$ cat src/rtl/fu_pkg.sv
package fu_pkg;

  // Second addend chosen for the arithmetic unit (function code bits 2:1)
  typedef enum logic [1:0] {
    YSEL_ZERO = 2'b00,
    YSEL_B    = 2'b01,
    YSEL_NOTB = 2'b10,
    YSEL_ONES = 2'b11
  } ysel_e;

  // Bitwise operation chosen for the logic unit
  typedef enum logic [1:0] {
    LOP_AND  = 2'b00,
    LOP_OR   = 2'b01,
    LOP_XOR  = 2'b10,
    LOP_NOTA = 2'b11
  } lop_e;

  // Per-bit shifter mux select
  typedef enum logic [1:0] {
    SH_PASS  = 2'b00,
    SH_RIGHT = 2'b01,
    SH_LEFT  = 2'b10,
    SH_NONE  = 2'b11
  } shsel_e;

  typedef struct packed {
    ysel_e  ysel;
    logic   cin;
    lop_e   lop;
    logic   logic_en;
    logic   mf;
    shsel_e hsel;
  } fsel_t;

  localparam int FS_W = 4;

endpackage

$ cat src/rtl/fu_decode.sv
module fu_decode
  import fu_pkg::*;
(
  input  logic [FS_W-1:0] fs,
  output fsel_t           sel
);

  localparam logic [FS_W-1:0] FS_CMPL_A = 4'b0111;

  logic cmpl_a;

  assign cmpl_a = (fs == FS_CMPL_A);

  always_comb begin
    sel.ysel     = ysel_e'(fs[2:1]);
    sel.cin      = fs[0];
    sel.lop      = cmpl_a ? LOP_NOTA : lop_e'(fs[1:0]);
    sel.logic_en = fs[3] | cmpl_a;
    sel.mf       = fs[3] & fs[2];
    sel.hsel     = shsel_e'(fs[1:0]);
  end

endmodule

$ cat src/rtl/fu_arith.sv
module fu_arith
  import fu_pkg::*;
#(
  parameter int WIDTH = 16
) (
  input  logic [WIDTH-1:0] a,
  input  logic [WIDTH-1:0] b,
  input  ysel_e            ysel,
  input  logic             cin,
  output logic [WIDTH-1:0] sum,
  output logic             cout,
  output logic             ovf
);

  localparam int MSB = WIDTH - 1;

  logic [WIDTH-1:0] y;
  logic [WIDTH:0]   cy;

  always_comb begin
    unique case (ysel)
      YSEL_ZERO: y = '0;
      YSEL_B:    y = b;
      YSEL_NOTB: y = ~b;
      default:   y = '1;
    endcase
  end

  assign cy[0] = cin;

  for (genvar i = 0; i < WIDTH; i++) begin : g_bit
    assign sum[i]  = a[i] ^ y[i] ^ cy[i];
    assign cy[i+1] = (a[i] & y[i]) | (cy[i] & (a[i] ^ y[i]));
  end

  assign cout = cy[WIDTH];
  assign ovf  = cy[WIDTH] ^ cy[MSB];

endmodule

$ cat src/rtl/fu_logic.sv
module fu_logic
  import fu_pkg::*;
#(
  parameter int WIDTH = 16
) (
  input  logic [WIDTH-1:0] a,
  input  logic [WIDTH-1:0] b,
  input  lop_e             lop,
  output logic [WIDTH-1:0] res
);

  always_comb begin
    unique case (lop)
      LOP_AND: res = a & b;
      LOP_OR:  res = a | b;
      LOP_XOR: res = a ^ b;
      default: res = ~a;
    endcase
  end

endmodule

$ cat src/rtl/fu_shift.sv
module fu_shift
  import fu_pkg::*;
#(
  parameter int WIDTH = 16
) (
  input  logic [WIDTH-1:0] b,
  input  shsel_e           hsel,
  input  logic             ser_r,
  input  logic             ser_l,
  output logic [WIDTH-1:0] res
);

  localparam int MSB = WIDTH - 1;

  for (genvar i = 0; i < WIDTH; i++) begin : g_mux
    logic from_left;
    logic from_right;

    if (i == MSB) begin : g_top
      assign from_left = ser_r;
    end else begin : g_mid_r
      assign from_left = b[i+1];
    end

    if (i == 0) begin : g_bot
      assign from_right = ser_l;
    end else begin : g_mid_l
      assign from_right = b[i-1];
    end

    always_comb begin
      unique case (hsel)
        SH_PASS:  res[i] = b[i];
        SH_RIGHT: res[i] = from_left;
        SH_LEFT:  res[i] = from_right;
        default:  res[i] = 1'b0;
      endcase
    end
  end

endmodule

$ cat src/rtl/func_unit.sv
module func_unit
  import fu_pkg::*;
#(
  parameter int WIDTH = 16
) (
  input  logic             clk,
  input  logic             rst,
  input  logic [3:0]       fs_i,
  input  logic [WIDTH-1:0] a_i,
  input  logic [WIDTH-1:0] b_i,
  output logic [WIDTH-1:0] f_o,
  output logic             v_o,
  output logic             c_o,
  output logic             n_o,
  output logic             z_o
);

  localparam int MSB = WIDTH - 1;

  fsel_t            sel;
  logic [WIDTH-1:0] arith_f;
  logic [WIDTH-1:0] logic_f;
  logic [WIDTH-1:0] shift_f;
  logic [WIDTH-1:0] f_next;
  logic             arith_c;
  logic             arith_v;
  logic             arith_used;

  fu_decode u_decode (
    .fs  (fs_i),
    .sel (sel)
  );

  fu_arith #(.WIDTH(WIDTH)) u_arith (
    .a    (a_i),
    .b    (b_i),
    .ysel (sel.ysel),
    .cin  (sel.cin),
    .sum  (arith_f),
    .cout (arith_c),
    .ovf  (arith_v)
  );

  fu_logic #(.WIDTH(WIDTH)) u_logic (
    .a   (a_i),
    .b   (b_i),
    .lop (sel.lop),
    .res (logic_f)
  );

  fu_shift #(.WIDTH(WIDTH)) u_shift (
    .b     (b_i),
    .hsel  (sel.hsel),
    .ser_r (1'b0),
    .ser_l (1'b0),
    .res   (shift_f)
  );

  assign arith_used = ~sel.mf & ~sel.logic_en;

  always_comb begin
    if (sel.mf)            f_next = shift_f;
    else if (sel.logic_en) f_next = logic_f;
    else                   f_next = arith_f;
  end

  always_ff @(posedge clk) begin
    if (rst) begin
      f_o <= '0;
      v_o <= 1'b0;
      c_o <= 1'b0;
      n_o <= 1'b0;
      z_o <= 1'b0;
    end else begin
      f_o <= f_next;
      v_o <= arith_used & arith_v;
      c_o <= arith_used & arith_c;
      n_o <= f_next[MSB];
      z_o <= (f_next == '0);
    end
  end

  // ---------------- assertions ----------------
  a_r9_reset_clears: assert property (@(posedge clk)
    rst |=> (f_o == '0) && !v_o && !c_o && !n_o && !z_o);

  a_r1_add_b: assert property (@(posedge clk) disable iff (rst)
    (fs_i == 4'h2) |=> ({c_o, f_o} == ({1'b0, $past(a_i)} + {1'b0, $past(b_i)})));

  a_r2_cmpl_a: assert property (@(posedge clk) disable iff (rst)
    (fs_i == 4'h7 || fs_i == 4'hB) |=> (f_o == ~$past(a_i)));

  a_r4_pass_b: assert property (@(posedge clk) disable iff (rst)
    (fs_i == 4'hC) |=> (f_o == $past(b_i)));

  a_r5_shr: assert property (@(posedge clk) disable iff (rst)
    (fs_i == 4'hD) |=> (!f_o[MSB] && f_o[MSB-1:0] == $past(b_i[MSB:1])));

  a_r5_shl: assert property (@(posedge clk) disable iff (rst)
    (fs_i == 4'hE) |=> (!f_o[0] && f_o[MSB:1] == $past(b_i[MSB-1:0])));

  a_r6_no_carry_flags: assert property (@(posedge clk) disable iff (rst)
    (fs_i[3] || fs_i == 4'h7) |=> (!c_o && !v_o));

  a_r7_n_is_msb: assert property (@(posedge clk) disable iff (rst)
    1'b1 |=> (n_o == f_o[MSB]));

  a_r7_z_is_zero: assert property (@(posedge clk) disable iff (rst)
    1'b1 |=> (z_o == (f_o == '0)));

  a_r8_unused_zero: assert property (@(posedge clk) disable iff (rst)
    (fs_i == 4'hF) |=> (f_o == '0 && z_o));

endmodule

$ cat config.mk
export PLATFORM = sky130hd
export DESIGN_NAME = func_unit
export DESIGN_NICKNAME = d
export VERILOG_FILES = /design/src/rtl/fu_pkg.sv /design/src/rtl/fu_decode.sv /design/src/rtl/fu_arith.sv /design/src/rtl/fu_logic.sv /design/src/rtl/fu_shift.sv /design/src/rtl/func_unit.sv
export SDC_FILE = /design/constraint.sdc
export NUM_CORES = 1
export LEC_CHECK = 0
export BUFFER_PORTS_ARGS = -buffer_cell sky130_fd_sc_hd__buf_2
export CORE_ASPECT_RATIO = 0.75
export CORE_UTILIZATION = 50
export DETAILED_ROUTE_END_ITERATION = 12
export GPL_ROUTABILITY_DRIVEN = 0
export PLACE_DENSITY = 0.77
export REMOVE_ABC_BUFFERS = 1
export SETUP_SLACK_MARGIN = 0.05
export SLEW_MARGIN = 20
export SYNTH_ARGS = -nofsm -noshare
export SYNTH_HDL_FRONTEND = slang
export SYNTH_SLANG_ARGS = --single-unit
$ cat constraint.sdc
create_clock -name clk -period 11.3 [get_ports clk]
set_clock_uncertainty 0.2 [all_clocks]
set_input_delay 0.565 -clock clk [delete_from_list [all_inputs] [get_ports clk]]
set_output_delay 0.565 -clock clk [all_outputs]
set_load 0.01 [all_outputs]
==> metrics.yaml <==
sta:
  rsz0062_at_grt: "no"
  final-hold-violation-count: 0
  slew_headroom_pct: 47.9
  tightest_slew_ns: 0.778
  timing.fmax_mhz: 121
  setup_violations: 0
  worst_slack_ns: 3.03
  drv_slew: 0
  min_period_ns: 8.27
  tns_ns: 0
  post-route-period-util_pct: 73.2
detailed_routing:
  drt_pass1_iterations: 5
  ant_nets: 0
  dr.first_iter.drc_count: 192
  finalWirelength_um: 6720
  routedWlPerCell_um: 14.8
  via_per_inst: 5.74
  vias: 2608
  drcViolationCount: 0
synthesis:
  syn-cell-area_sq_um: 2710
  ys_ff_latch: 19
  async_flop_share_pct: 0
  synthFlopType: "dfxtp_1"
  synth_cell_types: 48
  synth.avg_cell_area_sq_um: 7.96
  synth-edff-count: 0
  synthCells: 341
  yosys_warnings: 0
  ys_seq_area_share_pct: 14.0
cells_and_area:
  multiInputGateArea_sq_um: 2040
  synthToLayoutAreaGrowth_pct: 12.2
  register_area_sq_um: 380
  fin_util_pct: 60.1
  fillers: 484
  final_nets: 468
  drive_above_1_share_pct: 21.0
setup_path:
  cp-endpoint: "z_o"
  path_buf_inv: 6
  slowest_stage: "fa_1"
  critPathRequiredTime_ns: 11.29
  path_common_cell: "fa_1"
  cp_max_fo: 19
  crit_family: "adder cells"
  cp-start-kind: "input pin"
  critical_path_depth: 26
  crit_start: "fs_i[2]"
  cp.arrival_ns: 8.26
  critPathKind: "input pin to flip-flop"
  worst_setup_path_end_kind: "flip-flop"
  max_stage_delay_ns: 0.46
global_route:
  grt_overflow: 0
  grt_usage_pct: 24.9
  grt_util_met3_pct: 8.11
  grt_pass1_wl_um: 11200
  antenna_found_initial: 1
  first_global_vias: 2329
  grt_max_degree: 71
  busiest_layer: "met2"
  met2_usage_pct: 38.4
  globalRouteMet1Util_pct: 34.7
die:
  die-area_sq_um: 5730
  start_util_pct: 53.6
  die_x_um: 87.1
  die_h_um: 65.8
  ioPinCount: 58
  rows: 22
  fp.coreArea_sq_um: 5060
cts:
  cts_repair_resize_count: 0
  clk_pin_slew_ns: 0.09
  htree_levels: 1
  cts_made_buffers: 3
  cts_sinks: 19
  cts_tree: "done"
  cts_root_buffer: "clkbuf_8"
  clockBufferDepth: 2
  cts_hold_buffers: 0
  post_cts_buffers: 0
pwr:
  p_leak_nw: 1.46
  powerDensity_nw_per_um2: 81.3
  ir_worst_vdd_uv: 42.2
placement:
  hpwl_um: 5120
  dp_slack_ns: 2.78
  io_buffer_count: 57
min_path:
  hold_class: "input pin to flip-flop"
run_status:
  status: "finished clean"
run:
  drv_cap: 0
[synth_stat cells, types with 2 or more instances]
| master | count | area [sq um] |
|---|---|---|
| inv_1 | 45 | 169 |
| nand2_1 | 43 | 161 |
| ha_1 | 32 | 400 |
| o21ai_0 | 27 | 135 |
| nor2_1 | 25 | 93.8 |
| dfxtp_1 | 19 | 380 |
| a21oi_1 | 16 | 80.1 |
| fa_1 | 16 | 320 |
| o211ai_1 | 14 | 105 |
| mux4_2 | 10 | 225 |
| clkbuf_1 | 9 | 33.8 |
| buf_2 | 6 | 30.0 |
| nand2b_1 | 6 | 37.5 |
| a211oi_1 | 5 | 37.5 |
| buf_1 | 5 | 18.8 |
| mux2i_1 | 5 | 50.1 |
| nor2b_1 | 5 | 31.3 |
| a221oi_1 | 4 | 35.0 |
| a222oi_1 | 3 | 30.0 |
| a31oi_1 | 3 | 18.8 |
| inv_2 | 3 | 11.3 |
| nor3_1 | 3 | 15.0 |
| o21ai_1 | 3 | 15.0 |
| o221ai_1 | 3 | 26.3 |
| a22o_1 | 2 | 17.5 |
| a22oi_1 | 2 | 15.0 |
| a41oi_1 | 2 | 17.5 |
| buf_4 | 2 | 15.0 |
| nand3b_1 | 2 | 15.0 |
| nand4b_1 | 2 | 17.5 |
| o2111ai_1 | 2 | 17.5 |
[power breakdown]
part | leakage [nW] | switching, mW | internal (mW)
clock | 0.0255 | 0.0259 | 0.0246
combinational | 1.27 | 0.0708 | 0.0505
sequential | 0.158 | 0.00157 | 0.0741
total | 1.46 | 0.0983 | 0.149
[per-layer routing]
layer,wire length (um),up-vias
met5,0,-
met4,40,0
met3,801,6
met2,2950,153
met1,2930,1186
li1,-,1263
[cells by family after synthesis]
logic type	synth area share, %
compound gates	22.6
xor+xnor	0.323
fa+ha+maj	26.6
buf+inv	10.8
flops	14.0
mux	10.1
simple gates	15.5
[sequential cells by signal, indices dropped and copies added (netlist names)]
name	flops
c_o	1
f_o	16
z_o	1
v_o	1
[cell usage in the layout (no fill, tap or decap), types with 4 or more instances in the layout]
cell type | netlist | final
buf_2 | 6 | 57
dfxtp_1 | 19 | 19
inv_1 | 45 | 45
ha_1 | 32 | 32
o211ai_1 | 14 | 14
a211oi_1 | 5 | 5
o21ai_0 | 27 | 27
nor2_1 | 25 | 25
mux4_2 | 10 | 10
nand2b_1 | 6 | 6
a21oi_1 | 16 | 16
mux2i_1 | 5 | 5
fa_1 | 16 | 16
nand2_1 | 43 | 43
nor2b_1 | 5 | 5
a221oi_1 | 4 | 4
[how the worst min path moves through the flow]
stage	to	slack [ns]	from	depth (start not counted)
after floorplan	f_o[2]	0.44	rst	1
after global placement	f_o[3]	0.76	f_o[3]	1
after detailed placement	c_o	0.76	c_o	1
after CTS	f_o[11]	0.48	rst	2
after global routing	f_o[7]	0.51	rst	2
final	f_o[11]	0.50	rst	2
[cell type report]
type                       count  area share (%)
inverter                      49            6.04
clock inverter                 1           0.164
tap                           72            2.96
clock buffer                   3            1.36
antenna                        1          0.0822
sequential                    19            12.5
timing repair buffer          59            9.86
multi-input combinational    250            67.0
[per-stage QoR]
stage | hold slack (ns) | std cells | total power, mW | area [sq um]
after floorplan | 0.437 | 318 | 0.149 | 2610
after global placement | 0.758 | 449 | 0.194 | 3000
after detailed placement | 0.756 | 449 | 0.197 | 3000
after CTS | 0.483 | 453 | 0.247 | 3040
after global routing | 0.514 | 453 | 0.267 | 3040
final | 0.497 | 454 | 0.248 | 3040
No activity file was read; power rests on OpenSTA's default activity.
